**src/rtl/cobs_pkg.sv**
```systemverilog
package cobs_pkg;
    localparam int BYTE_W  = 8;
    localparam int MAX_LEN = 254;
    localparam int IDX_W   = $clog2(MAX_LEN + 1);

    typedef logic [BYTE_W-1:0] byte_t;
    typedef logic [IDX_W-1:0]  idx_t;

    typedef enum logic [2:0] {
        ST_IDLE,
        ST_SCAN,
        ST_CODE,
        ST_DATA,
        ST_DELIM
    } state_e;

    typedef enum logic [1:0] {
        OUT_CODE,
        OUT_DATA,
        OUT_DELIM
    } out_kind_e;

    // Cursor over the payload: start of the current run, scan head,
    // measured run length and frame length.
    typedef struct packed {
        idx_t base;
        idx_t scan;
        idx_t run;
        idx_t len;
    } cursor_t;

    function automatic byte_t code_of(idx_t run);
        return BYTE_W'(run) + BYTE_W'(1);
    endfunction

    function automatic idx_t clamp_len(idx_t l);
        return (l > IDX_W'(MAX_LEN)) ? IDX_W'(MAX_LEN) : l;
    endfunction
endpackage

```
**src/rtl/cobs_buf.sv**
```systemverilog
module cobs_buf
    import cobs_pkg::*;
#(
    parameter int DEPTH = MAX_LEN
) (
    input  logic  clk,
    input  logic  we,
    input  idx_t  waddr,
    input  byte_t wdata,
    input  idx_t  ra_addr,
    output byte_t ra_data,
    input  idx_t  rb_addr,
    output byte_t rb_data
);
    byte_t mem [DEPTH];

    always_ff @(posedge clk) begin
        if (we && (int'(waddr) < DEPTH))
            mem[waddr] <= wdata;
    end

    always_comb begin
        ra_data = (int'(ra_addr) < DEPTH) ? mem[ra_addr] : '0;
        rb_data = (int'(rb_addr) < DEPTH) ? mem[rb_addr] : '0;
    end
endmodule

```
**src/rtl/cobs_ctrl.sv**
```systemverilog
module cobs_ctrl
    import cobs_pkg::*;
(
    input  logic      clk,
    input  logic      rst,
    input  logic      start,
    input  idx_t      len_in,
    input  byte_t     scan_byte,
    input  logic      out_ready,
    output idx_t      scan_addr,
    output idx_t      data_addr,
    output out_kind_e out_kind,
    output byte_t     code_byte,
    output logic      out_valid,
    output logic      busy,
    output logic      done
);
    state_e  st;
    cursor_t cur;
    idx_t    rd;
    logic    at_end;
    logic    run_closed;
    logic    leave_run;

    assign at_end     = (cur.scan == cur.len);
    assign run_closed = at_end || (scan_byte == '0);
    assign leave_run  = out_ready &&
                        (((st == ST_CODE) && (cur.run == '0)) ||
                         ((st == ST_DATA) && (rd + idx_t'(1) == cur.scan)));

    always_ff @(posedge clk) begin
        if (rst) begin
            st   <= ST_IDLE;
            cur  <= '0;
            rd   <= '0;
            done <= 1'b0;
        end else begin
            done <= 1'b0;
            case (st)
                ST_IDLE: if (start) begin
                    cur.len  <= clamp_len(len_in);
                    cur.base <= '0;
                    cur.scan <= '0;
                    cur.run  <= '0;
                    st       <= ST_SCAN;
                end
                ST_SCAN: begin
                    if (run_closed) begin
                        st <= ST_CODE;
                    end else begin
                        cur.scan <= cur.scan + idx_t'(1);
                        cur.run  <= cur.run + idx_t'(1);
                    end
                end
                ST_CODE: if (out_ready && (cur.run != '0)) begin
                    rd <= cur.base;
                    st <= ST_DATA;
                end
                ST_DATA: if (out_ready) rd <= rd + idx_t'(1);
                ST_DELIM: if (out_ready) begin
                    st   <= ST_IDLE;
                    done <= 1'b1;
                end
                default: st <= ST_IDLE;
            endcase

            if (leave_run) begin
                if (at_end) begin
                    st <= ST_DELIM;
                end else begin
                    cur.base <= cur.scan + idx_t'(1);
                    cur.scan <= cur.scan + idx_t'(1);
                    cur.run  <= '0;
                    st       <= ST_SCAN;
                end
            end
        end
    end

    always_comb begin
        scan_addr = cur.scan;
        data_addr = rd;
        code_byte = code_of(cur.run);
        busy      = (st != ST_IDLE);
        out_valid = (st == ST_CODE) || (st == ST_DATA) || (st == ST_DELIM);
        case (st)
            ST_DATA:  out_kind = OUT_DATA;
            ST_DELIM: out_kind = OUT_DELIM;
            default:  out_kind = OUT_CODE;
        endcase
    end
endmodule

```
**src/rtl/cobs_encoder.sv**
```systemverilog
module cobs_encoder
    import cobs_pkg::*;
(
    input  logic       clk,
    input  logic       rst,
    input  logic       ld_en,
    input  logic [7:0] ld_addr,
    input  logic [7:0] ld_data,
    input  logic       start,
    input  logic [7:0] frame_len,
    output logic       busy,
    output logic       done,
    output logic       out_valid,
    input  logic       out_ready,
    output logic [7:0] out_data
);
    idx_t      scan_addr;
    idx_t      data_addr;
    byte_t     scan_byte;
    byte_t     run_byte;
    byte_t     code_byte;
    out_kind_e out_kind;

    cobs_buf #(.DEPTH(MAX_LEN)) i_buf (
        .clk     (clk),
        .we      (ld_en && !busy),
        .waddr   (ld_addr),
        .wdata   (ld_data),
        .ra_addr (scan_addr),
        .ra_data (scan_byte),
        .rb_addr (data_addr),
        .rb_data (run_byte)
    );

    cobs_ctrl i_ctrl (
        .clk       (clk),
        .rst       (rst),
        .start     (start),
        .len_in    (frame_len),
        .scan_byte (scan_byte),
        .out_ready (out_ready),
        .scan_addr (scan_addr),
        .data_addr (data_addr),
        .out_kind  (out_kind),
        .code_byte (code_byte),
        .out_valid (out_valid),
        .busy      (busy),
        .done      (done)
    );

    always_comb begin
        case (out_kind)
            OUT_DATA:  out_data = run_byte;
            OUT_DELIM: out_data = '0;
            default:   out_data = code_byte;
        endcase
    end
endmodule

```
**config.mk**
```make
export PLATFORM = sky130hd
export DESIGN_NAME = cobs_encoder
export DESIGN_NICKNAME = d
export VERILOG_FILES = /design/src/rtl/cobs_pkg.sv /design/src/rtl/cobs_buf.sv /design/src/rtl/cobs_ctrl.sv /design/src/rtl/cobs_encoder.sv
export SDC_FILE = /design/constraint.sdc
export NUM_CORES = 2
export LEC_CHECK = 0
export BUFFER_PORTS_ARGS = -buffer_cell sky130_fd_sc_hd__buf_2
export CORE_MARGIN = 5
export CORE_UTILIZATION = 39
export DETAILED_ROUTE_END_ITERATION = 6
export PLACE_DENSITY = 0.49
export SLEW_MARGIN = 25
export SYNTH_ARGS = -nofsm -noshare
export SYNTH_HDL_FRONTEND = slang
export SYNTH_HIERARCHICAL = 1
export SYNTH_SLANG_ARGS = --single-unit
```
**constraint.sdc**
```tcl
create_clock -name clk -period 4.2 [get_ports clk]
set_input_delay 0.63 -clock clk [delete_from_list [all_inputs] [get_ports clk]]
set_output_delay 0.63 -clock clk [all_outputs]
set_load 0.05 [all_outputs]
```
==> impl_summary.txt <==
----------------------------------------------------
[Run status]
  Outcome ... finished with violations
  Violations in the final reports ... negative setup slack

[Setup path]
  Critical R2R Capture ... i_ctrl/scan_addr[5]$_SDFF_PP0_
  Type of element capturing the critical path ... primary output
  Slack of the worst reg-to-reg path ... -410 ps
  Worst setup path class ... reg2out
  Slowest CP cell ... mux4_2
  Data required time at the worst endpoint ... between 3000 and 4000 ps
  Critical Path, Cell by Cell ... buf_12 -> buf_16 -> buf_12 -> mux4_2 -> mux4_2 -> a211o_1 -> o21ai_2 -> buf_6 -> o221ai_4 -> and4_4 -> nand2_2 -> o21ai_2 -> buf_6
  Max FO, Critical Path ... 7
  Critical R2R Launch ... i_ctrl/scan_addr[0]$_SDFF_PP0_
  Longest individual stage delay on the worst path ... around 560 ps
  Critical path data arrival time ... between 4000 and 5000 ps
  Worst r2r path cells ... 18
  Startpoint type of the worst setup path ... flip-flop

[Clocking]
  Clock transition at path regs ... 60 ps
  Worst skew pair latency ... 900 ps
  Clock Sinks ... slightly above 2000
  Clk root buf ... clkbuf_16
  Clock buffer count from CTS ... approximately 230
  TritonCTS clock tree ... built
  Maximum buffer depth of the clock tree ... 3
  Number of H-tree levels ... 4

[Power]
  Total power ... around 56 mW
  Pwr Density ... 457 mW/mm^2
  Leakage power figure ... roughly 39 nW
  Highest ir drop seen on vdd ... between 0.4 and 0.5 mV

[Die]
  Die Footprint ... between 0.2 and 0.3 mm^2
  CORE AREA ... approximately 0.25 mm^2
  Count of pins on the block boundary ... 40
  Height of the chip ... between 500 and 600 um
  DIE WIDTH ... about 510 um
  Initial core utilization ... approximately 40%
  Placement Rows ... approximately 190

[Detailed routing]
  Wire length on met3 ... between 30000 and 40000 um
  First-pass iteration count of the detailed router ... 6
  Total number of vias ... roughly 65000
  Detail-routed net length per standard cell ... around 38 um
  WL final ... about 390000 um
  Met2 routed WL ... ~180000 um
  DR vias/cell ... 6.33
  Met1 routed wirelength after detailed routing ... around 160000 um
  Antenna Nets Post-Route ... 0
  DRC violation total after the first TritonRoute iteration ... 8535
  Residual DRC ... 0
  Uppermost signal routing layer after detailed routing ... met5

[Min path]
  Hold WC Path Type ... in2reg
  Hold-critical path endpoint ... i_buf/mem[187][5]$_DFFE_PP_
  Start point of the worst min-delay path ... ld_data[5]
  Number of cells on the worst hold path ... 1

[Logic synthesis]
  Area leader, netlist ... edfxtp_1
  Share of the yosys chip area belonging to registers ... 62.4%
  Yosys synthesis warning count ... 6
  Net count after synthesis ... ~5700
  Synthesized cell area ... a little under 0.1 mm^2
  Share of the synthesized area in the top cell type ... between 60 and 70%
  Cell types with the largest area share after synthesis ... edfxtp_1 (61%), mux4_2 (19%), mux2i_1 (5.4%)
  Synth Flop Type ... edfxtp_1
  Post-synth EDFFs ... between 2000 and 2500
  Total of flip-flops plus latches after synthesis ... ~2100
  Number of standard cells after synthesis ... between 5000 and 6000
  Average instance area after synthesis ... 17.7 um^2
  Yosys cell types ... 88
  Share of synthesized registers carrying an async set or reset ... 0%

[Global route]
  Total global routing overflow ... 0
  First-pass GRT wire length ... 537000 um
  Number of global-route vias before repair ... about 64000
  Total global routing track utilization ... a little under 30%
  Pin count of the biggest net entering global routing ... between 100 and 150
  Initial antenna violation count ... 23

[STA]
  Achievable Freq ... around 200 MHz
  Final period util ... 117%
  Hold WS ... ~240 ps
  Setup-failing EPs final ... 26
  RSZ-0062 raised after global routing ... yes
  Measured slew at the worst slew-check pin ... 1210 ps
  Final hold violation count ... 0
  Final Max Slew Viols ... 0
  Relative slew slack ... between 15 and 20%
  Final critical path time including I/O delays and setup ... roughly 5000 ps
  Worst clock skew on the final layout ... roughly 62 ps
  Final Worst Setup Slack ... -695 ps

[Place]
  Placed instance count ... 9717
  Dpl cell area ... around 0.11 mm^2
  DP Wirelength ... 269000 um
  Placer congestion estimate ... ~0.93
  Input/output buffers ... 39

[Finish]
  Core Util, Final ... between 40% and 50%
  Number of nets in the layout ... approximately 6800
  Final cell count without fillers ... just over 10000
  Fillcell total ... about 21000
  Layout cells sized above 1 ... roughly 42%
  Post-route cell area ... ~0.12 mm^2
  Syn-to-layout area delta ... 24.4%

[Job]
  Max_cap viols ... 0

----------------------------------------------------
## how the worst max path moves through the flow
stage | slack, ps | start | cells after the start | to
5_1_grt | -730 | i_ctrl/data_addr[0]$_SDFFE_PP0P_ | 13 | out_data[3]
6_report | -700 | i_ctrl/data_addr[0]$_SDFFE_PP0P_ | 13 | out_data[4]
4_1_cts | -730 | i_ctrl/data_addr[0]$_SDFFE_PP0P_ | 13 | out_data[0]
3_5_place_dp | -1380 | i_ctrl/scan_addr[0]$_SDFF_PP0_ | 19 | i_ctrl/scan_addr[0]$_SDFF_PP0_
3_3_place_gp | -1390 | i_ctrl/scan_addr[0]$_SDFF_PP0_ | 19 | i_ctrl/scan_addr[5]$_SDFF_PP0_
2_1_floorplan | 110 | i_ctrl/data_addr[0]$_SDFFE_PP0P_ | 14 | out_data[6]
## cell usage after synthesis, drive strengths merged, types with 12 or more instances
cell	instances
a211oi	25
mux2i	531
mux4	852
buf	270
xnor2	20
a22oi	36
nand4	15
nand3	68
clkbuf	194
o221ai	198
nor3	51
nor4	12
o211ai	19
a21oi	159
a221oi	33
o21ai	100
edfxtp	2032
inv	18
nand2	201
nor2	362
nor2b	22
and3	21
mux2	51
dfxtp	44
a31oi	13
o22ai	100
## where the power goes
part / internal (mW) / switching, mW / leakage [nW]
logic: 6.37 / 6.68 / 17.1
clock network: 11.7 / 8.80 / 3.67
registers: 22.8 / 0.0962 / 18.6
## layout by cell type (no fill, tap or decap), drive strengths merged, types with 68 or more instances in the layout
master / instances
edfxtp: 2032
buf: 1320
mux4: 852
mux2i: 531
nor2: 362
clkbuf: 288
nand2: 201
o221ai: 198
a21oi: 159
clkinv: 109
o22ai: 100
o21ai: 100
nand3: 68
## final cells by class
type	instances	area (um^2)	area share, %
Antenna cell	6	15.0	0.0122
Clock buffer	279	5940	4.81
Clock inverter	153	1640	1.33
Inverter	22	103	0.0831
Multi-Input combinational cell	3058	36200	29.3
Sequential cell	2076	61900	50.2
Tap cell	3366	4210	3.41
Timing Repair Buffer	1350	13400	10.9
## kinds of logic after synthesis
group,count (synthesis),synth area share [%]
multiplexers,1434,25.3
adder cells (fa/ha/maj),5,0.0631
AO/OA/AOI/OAI,783,5.61
AND/OR/NAND/NOR,809,3.60
flip-flops,2076,62.4
buffers and inverters,486,2.83
XOR/XNOR,27,0.238
## critical path, delay by kind of cell, from the launching register on
family	cells	cell delay (ps)
buffers and inverters	5	780
DFF	1	400
muxes	2	1110
and+or+nand+nor	2	300
AOI/OAI and AO/OA	4	720
## sequential cells by signal, indices dropped and copies added (netlist names)
signal            cells
i_ctrl/st             3
i_ctrl/scan_addr      8
i_ctrl/done           1
i_buf/mem          2032
i_ctrl/data_addr      8
i_ctrl/cur           24
## timing repair
action                                 in CTS  in global routing
pin swaps                                  78                 60
hold buffers                                9                  0
cloned                                     21                  2
buffers inserted                           91                 56
resized for setup                         357                130
setup endpoints to repair                  26                 26
endpoints found under the hold margin       9                  0
## routing by layer
layer / GRT usage (%) / vias to the layer above
met2: 45.4 / 3449
li1: - / 26100
met5: 0 / -
met1: 40.7 / 35000
met3: 6.36 / 728
met4: 10.3 / 12
## metrics by stage
step	worst slack [ps]	TNS, ps
final	-695	-9930
after global routing	-729	-10230
after CTS	-734	-8260
after detailed placement	-1380	-25970
after global placement	-1390	-25930
after floorplan	108	0
No activity file was read; power rests on OpenSTA's default activity.
